--- src/rtl/sctl_pkg.sv ---
package sctl_pkg;
  localparam int BYTE_W = 8;
  localparam int NREG   = 8;
  localparam int IDX_W  = $clog2(NREG);

  localparam logic [IDX_W-1:0] IDX_DATA = 3'd0;
  localparam logic [IDX_W-1:0] IDX_IER  = 3'd1;
  localparam logic [IDX_W-1:0] IDX_IIR  = 3'd2;
  localparam logic [IDX_W-1:0] IDX_LCR  = 3'd3;
  localparam logic [IDX_W-1:0] IDX_MCR  = 3'd4;
  localparam logic [IDX_W-1:0] IDX_LSR  = 3'd5;
  localparam logic [IDX_W-1:0] IDX_MSR  = 3'd6;
  localparam logic [IDX_W-1:0] IDX_SCR  = 3'd7;

  typedef enum logic [2:0] {
    IID_MODEM  = 3'b000,
    IID_THRE   = 3'b001,
    IID_RXDATA = 3'b010,
    IID_LINE   = 3'b011,
    IID_TMO    = 3'b110
  } iid_e;

  typedef struct packed {
    logic wr_thr;
    logic wr_dll;
    logic wr_ier;
    logic wr_dlm;
    logic wr_fcr;
    logic wr_lcr;
    logic wr_mcr;
    logic wr_scr;
    logic rd_rbr;
    logic rd_iir;
    logic rd_msr;
  } bus_strobe_t;
endpackage

--- src/rtl/sctl_bus_decode.sv ---
module sctl_bus_decode
  import sctl_pkg::*;
#(
  parameter int ADDR_W = IDX_W + 2
) (
  input  logic                psel,
  input  logic                penable,
  input  logic                pwrite,
  input  logic [ADDR_W-1:0]   paddr,
  input  logic                dlab,
  output logic [IDX_W-1:0]    idx,
  output bus_strobe_t         stb
);
  logic              access;
  logic [NREG-1:0]   hit;
  logic [1:0]        unused_lsb;

  assign access     = psel & penable;
  assign idx        = paddr[IDX_W+1:2];
  assign unused_lsb = paddr[1:0];

  for (genvar g = 0; g < NREG; g++) begin : g_hit
    assign hit[g] = access && (idx == IDX_W'(g));
  end

  always_comb begin
    stb        = '0;
    stb.wr_thr = pwrite  & hit[IDX_DATA] & ~dlab;
    stb.wr_dll = pwrite  & hit[IDX_DATA] &  dlab;
    stb.wr_ier = pwrite  & hit[IDX_IER]  & ~dlab;
    stb.wr_dlm = pwrite  & hit[IDX_IER]  &  dlab;
    stb.wr_fcr = pwrite  & hit[IDX_IIR];
    stb.wr_lcr = pwrite  & hit[IDX_LCR];
    stb.wr_mcr = pwrite  & hit[IDX_MCR];
    stb.wr_scr = pwrite  & hit[IDX_SCR];
    stb.rd_rbr = ~pwrite & hit[IDX_DATA] & ~dlab;
    stb.rd_iir = ~pwrite & hit[IDX_IIR];
    stb.rd_msr = ~pwrite & hit[IDX_MSR];
  end
endmodule

--- src/rtl/sctl_modem_status.sv ---
module sctl_modem_status #(
  parameter int NPIN = 4
) (
  input  logic            clk,
  input  logic            rst_n,
  input  logic [NPIN-1:0] pins_n,
  input  logic            msr_rd,
  output logic [NPIN-1:0] delta,
  output logic [NPIN-1:0] level
);
  logic [NPIN-1:0] prev_q, prev_d;
  logic [NPIN-1:0] delta_q, delta_d;
  logic [NPIN-1:0] chg;

  assign chg = pins_n ^ prev_q;

  always_comb begin
    prev_d  = pins_n;
    delta_d = (msr_rd ? '0 : delta_q) | chg;
  end

  always_ff @(posedge clk or negedge rst_n) begin
    if (!rst_n) begin
      prev_q  <= '1;
      delta_q <= '0;
    end else begin
      prev_q  <= prev_d;
      delta_q <= delta_d;
    end
  end

  assign delta = delta_q;
  assign level = pins_n;

  // a read with no pin activity leaves no change flags
  a_r9_read_clears: assert property (@(posedge clk) disable iff (!rst_n)
    (msr_rd && chg == '0) |=> (delta_q == '0));

  // any pin change is recorded even if a read happens in the same cycle
  a_r10_change_kept: assert property (@(posedge clk) disable iff (!rst_n)
    (chg != '0) |=> ((delta_q & $past(chg)) == $past(chg)));
endmodule

--- src/rtl/sctl_int_prio.sv ---
module sctl_int_prio
  import sctl_pkg::*;
(
  input  logic       clk,
  input  logic       rst_n,
  input  logic [3:0] en,
  input  logic       line_err,
  input  logic       rx_ready,
  input  logic       char_tmo,
  input  logic       thr_empty,
  input  logic       modem_chg,
  input  logic       iir_rd,
  input  logic       thr_wr,
  output iid_e       iid,
  output logic       pend
);
  logic thr_q, thr_d;
  logic thre_q, thre_d;
  logic thr_rise;
  logic hit_line, hit_tmo, hit_rx, hit_thre, hit_ms;

  assign thr_rise = thr_empty & ~thr_q;

  assign hit_line = en[2] & line_err;
  assign hit_tmo  = en[0] & char_tmo;
  assign hit_rx   = en[0] & rx_ready;
  assign hit_thre = en[1] & thre_q;
  assign hit_ms   = en[3] & modem_chg;

  always_comb begin
    pend = 1'b1;
    if (hit_line)      iid = IID_LINE;
    else if (hit_tmo)  iid = IID_TMO;
    else if (hit_rx)   iid = IID_RXDATA;
    else if (hit_thre) iid = IID_THRE;
    else begin
      iid  = IID_MODEM;
      pend = hit_ms;
    end
  end

  always_comb begin
    thr_d  = thr_empty;
    thre_d = thre_q;
    if (thr_wr || (iir_rd && pend && iid == IID_THRE)) thre_d = 1'b0;
    if (thr_rise) thre_d = 1'b1;
  end

  always_ff @(posedge clk or negedge rst_n) begin
    if (!rst_n) begin
      thr_q  <= 1'b0;
      thre_q <= 1'b0;
    end else begin
      thr_q  <= thr_d;
      thre_q <= thre_d;
    end
  end

  // an enabled line status condition always wins
  a_r5_line_first: assert property (@(posedge clk) disable iff (!rst_n)
    (en[2] && line_err) |-> (pend && iid == IID_LINE));

  // acknowledging the reported tx-empty source drops it
  a_r6_thre_ack: assert property (@(posedge clk) disable iff (!rst_n)
    (iir_rd && pend && iid == IID_THRE && !thr_rise) |=> !thre_q);

  // an empty edge always arms the source
  a_r6_thre_arm: assert property (@(posedge clk) disable iff (!rst_n)
    thr_rise |=> thre_q);
endmodule

--- src/rtl/serial_ctl_regs.sv ---
module serial_ctl_regs
  import sctl_pkg::*;
#(
  parameter int BUS_W  = 32,
  parameter int ADDR_W = IDX_W + 2,
  parameter int DIV_W  = 2 * BYTE_W
) (
  input  logic              clk,
  input  logic              rst_n,
  input  logic              psel,
  input  logic              penable,
  input  logic              pwrite,
  input  logic [ADDR_W-1:0] paddr,
  input  logic [BUS_W-1:0]  pwdata,
  output logic [BUS_W-1:0]  prdata,
  input  logic [BYTE_W-1:0] rx_byte,
  input  logic              rx_ready,
  input  logic              char_tmo,
  input  logic [BYTE_W-1:0] line_stat,
  input  logic              thr_empty,
  input  logic              cts_n,
  input  logic              dsr_n,
  input  logic              ri_n,
  input  logic              dcd_n,
  output logic [BYTE_W-1:0] tx_byte,
  output logic              tx_push,
  output logic              rx_pop,
  output logic              rx_fifo_rst,
  output logic              tx_fifo_rst,
  output logic              fifo_en,
  output logic              dma_mode,
  output logic [1:0]        rx_trig,
  output logic [1:0]        char_len,
  output logic              two_stop,
  output logic [2:0]        parity_cfg,
  output logic              brk,
  output logic [DIV_W-1:0]  divisor,
  output logic              dtr_n,
  output logic              rts_n,
  output logic              out1_n,
  output logic              out2_n,
  output logic              loop_en,
  output logic              pwr_down,
  output logic              irq
);
  localparam int          MCR_W    = BYTE_W + 1;
  localparam int          RD_W     = MCR_W;
  localparam logic [7:0]  IER_MASK = 8'h2F;
  localparam logic [8:0]  MCR_MASK = 9'h11F;

  bus_strobe_t       stb;
  logic [IDX_W-1:0]  idx;
  iid_e              iid;
  logic              pend;
  logic [3:0]        ms_delta, ms_level;

  logic [BYTE_W-1:0] ier_q, ier_d, lcr_q, lcr_d, scr_q, scr_d;
  logic [BYTE_W-1:0] dll_q, dll_d, dlm_q, dlm_d, txb_q, txb_d;
  logic [MCR_W-1:0]  mcr_q, mcr_d;
  logic              fen_q, fen_d, dma_q, dma_d;
  logic [1:0]        trig_q, trig_d;
  logic              push_q, push_d, pop_q, pop_d, rxr_q, rxr_d, txr_q, txr_d;
  logic [RD_W-1:0]   rd_val;
  logic [BYTE_W-1:0] iir_val;
  logic [BUS_W-BYTE_W-1:0] unused_wdata;

  assign unused_wdata = pwdata[BUS_W-1:BYTE_W];

  sctl_bus_decode #(.ADDR_W(ADDR_W)) u_dec (
    .psel(psel), .penable(penable), .pwrite(pwrite), .paddr(paddr),
    .dlab(lcr_q[7]), .idx(idx), .stb(stb)
  );

  sctl_modem_status #(.NPIN(4)) u_msr (
    .clk(clk), .rst_n(rst_n), .pins_n({dcd_n, ri_n, dsr_n, cts_n}),
    .msr_rd(stb.rd_msr), .delta(ms_delta), .level(ms_level)
  );

  sctl_int_prio u_prio (
    .clk(clk), .rst_n(rst_n), .en(ier_q[3:0]), .line_err(|line_stat[4:1]),
    .rx_ready(rx_ready), .char_tmo(char_tmo), .thr_empty(thr_empty),
    .modem_chg(|ms_delta), .iir_rd(stb.rd_iir), .thr_wr(stb.wr_thr),
    .iid(iid), .pend(pend)
  );

  // next state for configuration and pulse registers
  always_comb begin
    ier_d  = stb.wr_ier ? (pwdata[BYTE_W-1:0] & IER_MASK) : ier_q;
    lcr_d  = stb.wr_lcr ? pwdata[BYTE_W-1:0] : lcr_q;
    scr_d  = stb.wr_scr ? pwdata[BYTE_W-1:0] : scr_q;
    dll_d  = stb.wr_dll ? pwdata[BYTE_W-1:0] : dll_q;
    dlm_d  = stb.wr_dlm ? pwdata[BYTE_W-1:0] : dlm_q;
    mcr_d  = stb.wr_mcr ? (pwdata[MCR_W-1:0] & MCR_MASK) : mcr_q;
    txb_d  = stb.wr_thr ? pwdata[BYTE_W-1:0] : txb_q;
    fen_d  = stb.wr_fcr ? pwdata[0] : fen_q;
    dma_d  = stb.wr_fcr ? pwdata[3] : dma_q;
    trig_d = stb.wr_fcr ? pwdata[7:6] : trig_q;
    push_d = stb.wr_thr;
    pop_d  = stb.rd_rbr;
    rxr_d  = stb.wr_fcr & pwdata[1];
    txr_d  = stb.wr_fcr & pwdata[2];
  end

  always_ff @(posedge clk or negedge rst_n) begin
    if (!rst_n) begin
      ier_q  <= '0;
      lcr_q  <= '0;
      scr_q  <= '0;
      dll_q  <= '0;
      dlm_q  <= '0;
      mcr_q  <= '0;
      txb_q  <= '0;
      fen_q  <= 1'b0;
      dma_q  <= 1'b0;
      trig_q <= '0;
      push_q <= 1'b0;
      pop_q  <= 1'b0;
      rxr_q  <= 1'b0;
      txr_q  <= 1'b0;
    end else begin
      ier_q  <= ier_d;
      lcr_q  <= lcr_d;
      scr_q  <= scr_d;
      dll_q  <= dll_d;
      dlm_q  <= dlm_d;
      mcr_q  <= mcr_d;
      txb_q  <= txb_d;
      fen_q  <= fen_d;
      dma_q  <= dma_d;
      trig_q <= trig_d;
      push_q <= push_d;
      pop_q  <= pop_d;
      rxr_q  <= rxr_d;
      txr_q  <= txr_d;
    end
  end

  // read path
  assign iir_val = {{2{fen_q}}, 2'b00, iid, pend};

  always_comb begin
    rd_val = '0;
    unique case (idx)
      IDX_DATA: rd_val = {1'b0, lcr_q[7] ? dll_q : rx_byte};
      IDX_IER:  rd_val = {1'b0, lcr_q[7] ? dlm_q : ier_q};
      IDX_IIR:  rd_val = {1'b0, iir_val};
      IDX_LCR:  rd_val = {1'b0, lcr_q};
      IDX_MCR:  rd_val = mcr_q;
      IDX_LSR:  rd_val = {1'b0, line_stat};
      IDX_MSR:  rd_val = {1'b0, ms_level, ms_delta};
      default:  rd_val = {1'b0, scr_q};
    endcase
  end

  assign prdata = psel ? BUS_W'(rd_val) : '0;

  assign tx_byte     = txb_q;
  assign tx_push     = push_q;
  assign rx_pop      = pop_q;
  assign rx_fifo_rst = rxr_q;
  assign tx_fifo_rst = txr_q;
  assign fifo_en     = fen_q;
  assign dma_mode    = dma_q;
  assign rx_trig     = trig_q;
  assign char_len    = lcr_q[1:0];
  assign two_stop    = lcr_q[2];
  assign parity_cfg  = lcr_q[5:3];
  assign brk         = lcr_q[6];
  assign divisor     = {dlm_q, dll_q};
  assign dtr_n       = mcr_q[0];
  assign rts_n       = mcr_q[1];
  assign out1_n      = mcr_q[2];
  assign out2_n      = mcr_q[3];
  assign loop_en     = mcr_q[4];
  assign pwr_down    = ier_q[5] & mcr_q[8];
  assign irq         = pend;

  // FIFO reset strobes last a single cycle (accesses need a setup cycle)
  a_r8_rx_rst_pulse: assert property (@(posedge clk) disable iff (!rst_n)
    rx_fifo_rst |=> !rx_fifo_rst);
  a_r8_tx_rst_pulse: assert property (@(posedge clk) disable iff (!rst_n)
    tx_fifo_rst |=> !tx_fifo_rst);

  // a divisor-low write never loads the transmitter
  a_r2_dlab_no_push: assert property (@(posedge clk) disable iff (!rst_n)
    (psel && penable && pwrite && idx == IDX_DATA && lcr_q[7]) |=> !tx_push);

  // a transmit load strobe is one cycle wide
  a_r3_push_pulse: assert property (@(posedge clk) disable iff (!rst_n)
    tx_push |=> !tx_push);
endmodule

--- config.mk ---
export PLATFORM = sky130hd
export DESIGN_NAME = serial_ctl_regs
export DESIGN_NICKNAME = d
export VERILOG_FILES = /design/src/rtl/sctl_pkg.sv /design/src/rtl/sctl_bus_decode.sv /design/src/rtl/sctl_modem_status.sv /design/src/rtl/sctl_int_prio.sv /design/src/rtl/serial_ctl_regs.sv
export SDC_FILE = /design/constraint.sdc
export NUM_CORES = 1
export LEC_CHECK = 0
export CAP_MARGIN = 20
export CORE_MARGIN = 5
export CORE_UTILIZATION = 57
export CTS_BUF_LIST = sky130_fd_sc_hd__clkbuf_8 sky130_fd_sc_hd__clkbuf_16
export CTS_CLUSTER_DIAMETER = 60
export CTS_CLUSTER_SIZE = 16
export DETAILED_ROUTE_END_ITERATION = 10
export DONT_BUFFER_PORTS = 1
export PLACE_DENSITY = 0.73
export SKIP_CTS_REPAIR_TIMING = 1
export SLEW_MARGIN = 15
export SYNTH_ARGS = -nofsm -noshare
export SYNTH_HDL_FRONTEND = slang
export SYNTH_HIERARCHICAL = 1
export SYNTH_SLANG_ARGS = --single-unit
--- constraint.sdc ---
create_clock -name clk -period 2.7 [get_ports clk]
set_input_delay 0.54 -clock clk [delete_from_list [all_inputs] [get_ports clk]]
set_output_delay 0.54 -clock clk [all_outputs]
set_load 0.05 [all_outputs]
## After elaboration in Yosys (flattened, before gate mapping)

Cells that the tools add are included.

- Bits in registers: 69
- Bits of input ports: 65
- Output and inout bits: 78
- Word-level logic and storage cells: 84

- Equal/unequal tests: 8
- Muxes and demuxes: 15
- Bitwise gates (word level): 29
- Reduce and logical (&&, ||, !) cells: 14

Operators by type and width:

| operator | number |
|---|---|
| $pmux W9 S7 | 1 |
| $and A1 B1 Y1 | 24 |
| $mux W8 | 2 |
| $eq A3 B3 Y1 const B | 4 |
| $logic_and A1 B1 Y1 | 9 |
| $mux W3 | 3 |
| $mux W9 | 1 |
| $reduce_or A4 Y1 | 2 |
| $mux W1 | 7 |
| $eq A3 B1 Y1 const B | 2 |
| $eq A3 B2 Y1 const B | 2 |
| $mux W4 | 1 |
| $or A4 B4 Y4 | 1 |
| $xor A4 B4 Y4 | 1 |
| $logic_not A3 Y1 | 1 |
| $not A1 Y1 | 3 |
| $reduce_bool A2 Y1 | 1 |
| $logic_or A1 B1 Y1 | 1 |

## Longest topological paths before layout

- Word-level depth: 11
- Depth in mapped cells: 8
- Gate-level depth less buffers: 8

## Hierarchy

The synthesis kept the hierarchy.

By module, submodules not included:

| module | times used | cells each | area each (um2) | sequential area each (um2) |
|---|---|---|---|---|
| serial_ctl_regs | 1 | 256 | 3085.5 | 1476.4 |
| sctl_modem_status | 1 | 24 | 305.3 | 205.2 |
| sctl_bus_decode | 1 | 21 | 146.4 | 0.0 |
| sctl_int_prio | 1 | 13 | 115.1 | 50.0 |

## Worst setup path after synthesis

Ideal clock, no wire load.

- Path type: input -> output
- From: input line_stat[4]
- To: output prdata[0]
- Arrival time: 2.536 ns
- Data required time: 2.160 ns
- Path slack: -0.376 ns
- Stages on the path: 8
- Buffers on the path: 0
- Path through: or4_1 > nand2_1 > nand2_1 > a221o_1 > mux2_2 > o22ai_1 > nor2_1 > o221a_2

- Word-level cells in the longest chain between the ends: 5

RTL lines:

| element | line | source |
|---|---|---|
| start, declared | serial_ctl_regs.sv:19 | `input logic [BYTE_W-1:0] line_stat,` |
| $reduce_or A4 Y1 | serial_ctl_regs.sv:80 | `.clk(clk), .rst_n(rst_n), .en(ier_q[3:0]), .line_err(\|line_stat[4:1]),` |
| $and A1 B1 Y1 | sctl_int_prio.sv:24 | `assign hit_line = en[2] & line_err;` |
| $mux W1 | sctl_int_prio.sv:32 | `if (hit_line) iid = IID_LINE;` |
| named net irq | serial_ctl_regs.sv:44 | `output logic irq` |
| $pmux W9 S7 | serial_ctl_regs.sv:143 | `unique case (idx)` |
| $mux W9 | serial_ctl_regs.sv:155 | `assign prdata = psel ? BUS_W'(rd_val) : '0;` |
| end, declared | serial_ctl_regs.sv:15 | `output logic [BUS_W-1:0] prdata,` |

The timed path passes the listed nets, and every way through them passes these cells.

## Final worst setup path

- From: register u_msr.delta_q[3], in the netlist u_msr/delta[3]
- To: output prdata[0]

- Word-level cells in the longest chain between the ends: 8

RTL lines:

| element | line | source |
|---|---|---|
| start, declared | sctl_modem_status.sv:12 | `logic [NPIN-1:0] delta_q, delta_d;` |
| start signal, assigned | sctl_modem_status.sv:28 | `delta_q <= delta_d;` |
| $reduce_or A4 Y1 | serial_ctl_regs.sv:82 | `.modem_chg(\|ms_delta), .iir_rd(stb.rd_iir), .thr_wr(stb.wr_thr),` |
| $and A1 B1 Y1 | sctl_int_prio.sv:28 | `assign hit_ms = en[3] & modem_chg;` |
| $mux W1 | sctl_int_prio.sv:35 | `else if (hit_thre) iid = IID_THRE;` |
| $mux W1 | sctl_int_prio.sv:34 | `else if (hit_rx) iid = IID_RXDATA;` |
| $mux W1 | sctl_int_prio.sv:33 | `else if (hit_tmo) iid = IID_TMO;` |
| $mux W1 | sctl_int_prio.sv:32 |  |
| $pmux W9 S7 | serial_ctl_regs.sv:143 |  |
| $mux W9 | serial_ctl_regs.sv:155 |  |

No other way between the ends.

==> impl_results.md <==
* Result of the run: finished, violations left
* Violations in the final reports: negative setup slack
* Worst EP arrival at 2.38 ns
* Die ar. at 8110 µm²
* Comb power frac at 0.185
* Effective utilization at floorplan at 0.582
* Post-synth top flop: sky130_fd_sc_hd__dfrtp_1
* Final instance count without filler cells at 399
* CTS tree: yes
* Ratio of cells with drive above 1 in the final layout at 0.379
* Final Setup Violations at 1
* DRC violations left at 0
* Register share of total power at 0.561
* Power density cells at 737 nW/µm²
* Clock sink total at 69
* Synthesis-to-layout area growth at 6.75%
* Switching portion of total power at 0.382
* Fmax achieved at 342 MHz
* Vertical extent of the die at 90.0 µm
* Clock-pin slew reported for the worst setup and hold paths after clock tree synthesis at 0.07 ns
* Leak at 1.77 nW
* Clk_lat worst skew at 0.34 ns
* Number of synthesized register bits at 69
* Overall global routing resource usage at 0.223
* Number of cells in the design after placement at 383
* Initial antenna violation count at 0
* Cell chosen for the clock root: sky130_fd_sc_hd__clkbuf_8
* Number of warning messages in the yosys log at 6
* Storage element area at 1730 µm²
* Iteration-0 DRC Markers at 270
* Share of total power in the clock network at 0.254
* Net count, final at 384
* Horiz. Die Dim at 90.0 µm
* Seq/Total Area, Yosys at 0.474
* Crit path time final at 2.92 ns
* Distinct cells, synth at 49
* Maximum fanout count along the critical path at 3
* Total placed instance area at 3690 µm²
* Total CTS buffers at 9
* Unrepaired setup endpoints after global routing: yes
* Top-Level Pins at 143
* Crit path required time at 2.16 ns
* Bufs on Longest Clock Path at 2
* Clk_skew at 0.00904 ns
* Vias in the first global route at 2464
* Internal Pwr Total at 1.78 mW
* Initial DRT Pass Iterations at 4
* Area of the core at 6280 µm²
* Transition at the pin with the smallest max-transition slack at 0.806 ns
* Hold/Removal Path Class: input pin to asynchronous set/reset pin
* H-Tree Depth at 3
* Total of buffers placed on input and output ports at 0
* Detailed Route WL at 9.13 mm
* Number of hold violations in the final report at 0
* Worst vdd ir at 0.000466 V
* Post-DP HPWL at 6.49 mm
* PnR worst setup slack at -0.220 ns
* Antenna cell count at 0
* Wire length of the first global-routing pass at 14.0 mm
* Gpl congestion at 0.882
* # rows at 29
* Mapped Area at 3650 µm²
* Post-layout instance area at 3900 µm²
* Headroom to the max-slew limit at 0.455
* Switching power at 1.10 mW
* Synth Instances at 314
* Share of async-settable or async-resettable flops after synthesis at 1.00
* Fill cell count at 497
* Total global routing overflow at 0
* Period Utilization, post-route at 1.08
* Multi-input gate area at 1660 µm²
* Avg Vias per Cell at 6.11
* Max Cap Violations at 0
* Routed wire per std cell at 22.9 µm
* Critical setup path kind: register to output pin
* Final slew viol count at 0
* Post-route ant nets at 0
* Avg Inst Size Synth at 11.6 µm²
* Setup crit start kind: register
* Number of flops mapped to enable cells by yosys at 0
* Pin count of the biggest net entering global routing at 70
* Category of the worst setup path capture point: output pin
* Number of vias in the routed layout at 2439
## layer usage
layer / wire length (µm) / GRT usage / up-vias
met4: 175 / 0.0955 / 0
met2: 4430 / 0.343 / 128
li1: - / - / 1077
met1: 3550 / 0.279 / 1221
met5: 0 / 0 / -
met3: 977 / 0.0860 / 13
## cells in the mapped netlist, drive strengths merged (4+ instances only)
| cell | n | area share |
|---|---|---|
| nand2 | 12 | 0.012 |
| mux2i | 10 | 0.027 |
| dfstp | 4 | 0.029 |
| o21ai | 19 | 0.027 |
| nor3 | 5 | 0.0069 |
| a21oi | 11 | 0.015 |
| mux2 | 62 | 0.19 |
| buf | 45 | 0.093 |
| nor2 | 10 | 0.010 |
| clkbuf | 8 | 0.0082 |
| inv | 6 | 0.0062 |
| nand2b | 6 | 0.010 |
| dfrtp | 65 | 0.45 |
| xnor2 | 4 | 0.0096 |
## critical path, cell delays in order (launching register included)
cell	delay, ns
sky130_fd_sc_hd__dfrtp_1	0.39
sky130_fd_sc_hd__or4_1	0.54
sky130_fd_sc_hd__a221o_2	0.36
sky130_fd_sc_hd__mux2_4	0.27
sky130_fd_sc_hd__o22ai_2	0.10
sky130_fd_sc_hd__nor2_2	0.06
sky130_fd_sc_hd__o221a_4	0.30
## cell type report
type / count / area share
Clock buffer: 11 / 0.0388
Multi-Input combinational cell: 208 / 0.426
Timing Repair Buffer: 25 / 0.0565
Tap cell: 77 / 0.0247
Clock inverter: 3 / 0.00353
Sequential cell: 69 / 0.444
Inverter: 6 / 0.00578
## flip-flops by register name, indices dropped and copies added, names as in the netlist, 2 cells and up
signal and flops:
tx_byte 8, lcr_q 8, u_msr/delta 4, ier_q 5, dlm_q 8, rx_trig 2, u_msr/prev_q 4, dll_q 8
mcr_q 6, scr_q 8
## through the flow
| stage | util | total power [mW] | setup slack, ns | hold slack (ns) | TNS, ns |
|---|---|---|---|---|---|
| finish | 0.621 | 2.87 | -0.220 | 0.0373 | -0.220 |
| detailed placement | 0.588 | 2.14 | -0.131 | 0.247 | -0.131 |
| global placement | 0.588 | 2.12 | -0.127 | 0.247 | -0.127 |
| floorplan | - | 2.08 | -0.233 | 0.244 | -0.233 |
| CTS | 0.614 | 2.86 | -0.255 | -0.122 | -0.255 |
| global route | 0.621 | 2.99 | -0.279 | 0.0176 | -0.279 |
## power groups by stage
| stage | Sequential (mW) | Combinational [mW] | Clock [mW] |
|---|---|---|---|
| after floorplan | 1.54 | 0.549 | 0 |
| after global placement | 1.62 | 0.494 | 0 |
| after detailed placement | 1.63 | 0.505 | 0 |
| after CTS | 1.61 | 0.506 | 0.740 |
| after global routing | 1.63 | 0.569 | 0.794 |
| final | 1.61 | 0.532 | 0.729 |
## cells in the final DEF (no fill, tap or decap), drive strengths merged, types with 2 or more instances in the layout
cell / netlist / final
a21oi: 11 / 11
mux2i: 10 / 10
a22oi: 2 / 2
or4: 2 / 2
nor4b: 3 / 3
nand2b: 6 / 6
nand4: 2 / 2
inv: 6 / 7
dfrtp: 65 / 65
dfstp: 4 / 4
xnor2: 4 / 4
and2: 3 / 3
nor2: 10 / 10
nor3: 5 / 5
buf: 45 / 25
o21ai: 19 / 19
a32oi: 2 / 2
o221ai: 3 / 3
o211ai: 3 / 3
nand3: 3 / 3
mux2: 62 / 62
nand2: 12 / 12
nor4: 2 / 2
clkbuf: 8 / 11
o22ai: 2 / 2
clkinv: 0 / 2
a31oi: 3 / 3
or3: 2 / 2
conb: 1 / 23
## cells by family (layout without fill, tap and decap cells)
family / count (synthesis) / count (layout) / synth area share
AND/OR/NAND/NOR: 56 / 56 / 0.0904
XOR/XNOR: 4 / 4 / 0.00959
AO/OA/AOI/OAI: 52 / 52 / 0.0928
flip-flops: 69 / 69 / 0.474
multiplexers: 73 / 73 / 0.225
other: 1 / 23 / 0.00103
buffers and inverters: 59 / 45 / 0.107
## worst paths after layout
| path | startpoint | endpoint | slack (ns) | cells past startpoint |
|---|---|---|---|---|
| worst max-delay path | u_msr/delta[3] | prdata[0] | -0.22 | 6 |
| worst min-delay path | rst_n | u_msr/prev_q[0] | 0.04 | 0 |
| worst max register to register | lcr_q[7] | tx_byte[1] | 0.81 | 4 |
| worst min register to register | scr_q[3] | scr_q[3] | 0.50 | 1 |
| max in group asynchronous | rst_n | lcr_q[7] | 2.34 | 1 |
| min in group clk | cts_n | u_msr/prev_q[0] | 0.19 | 0 |
(Power assumes the default switching activity.)
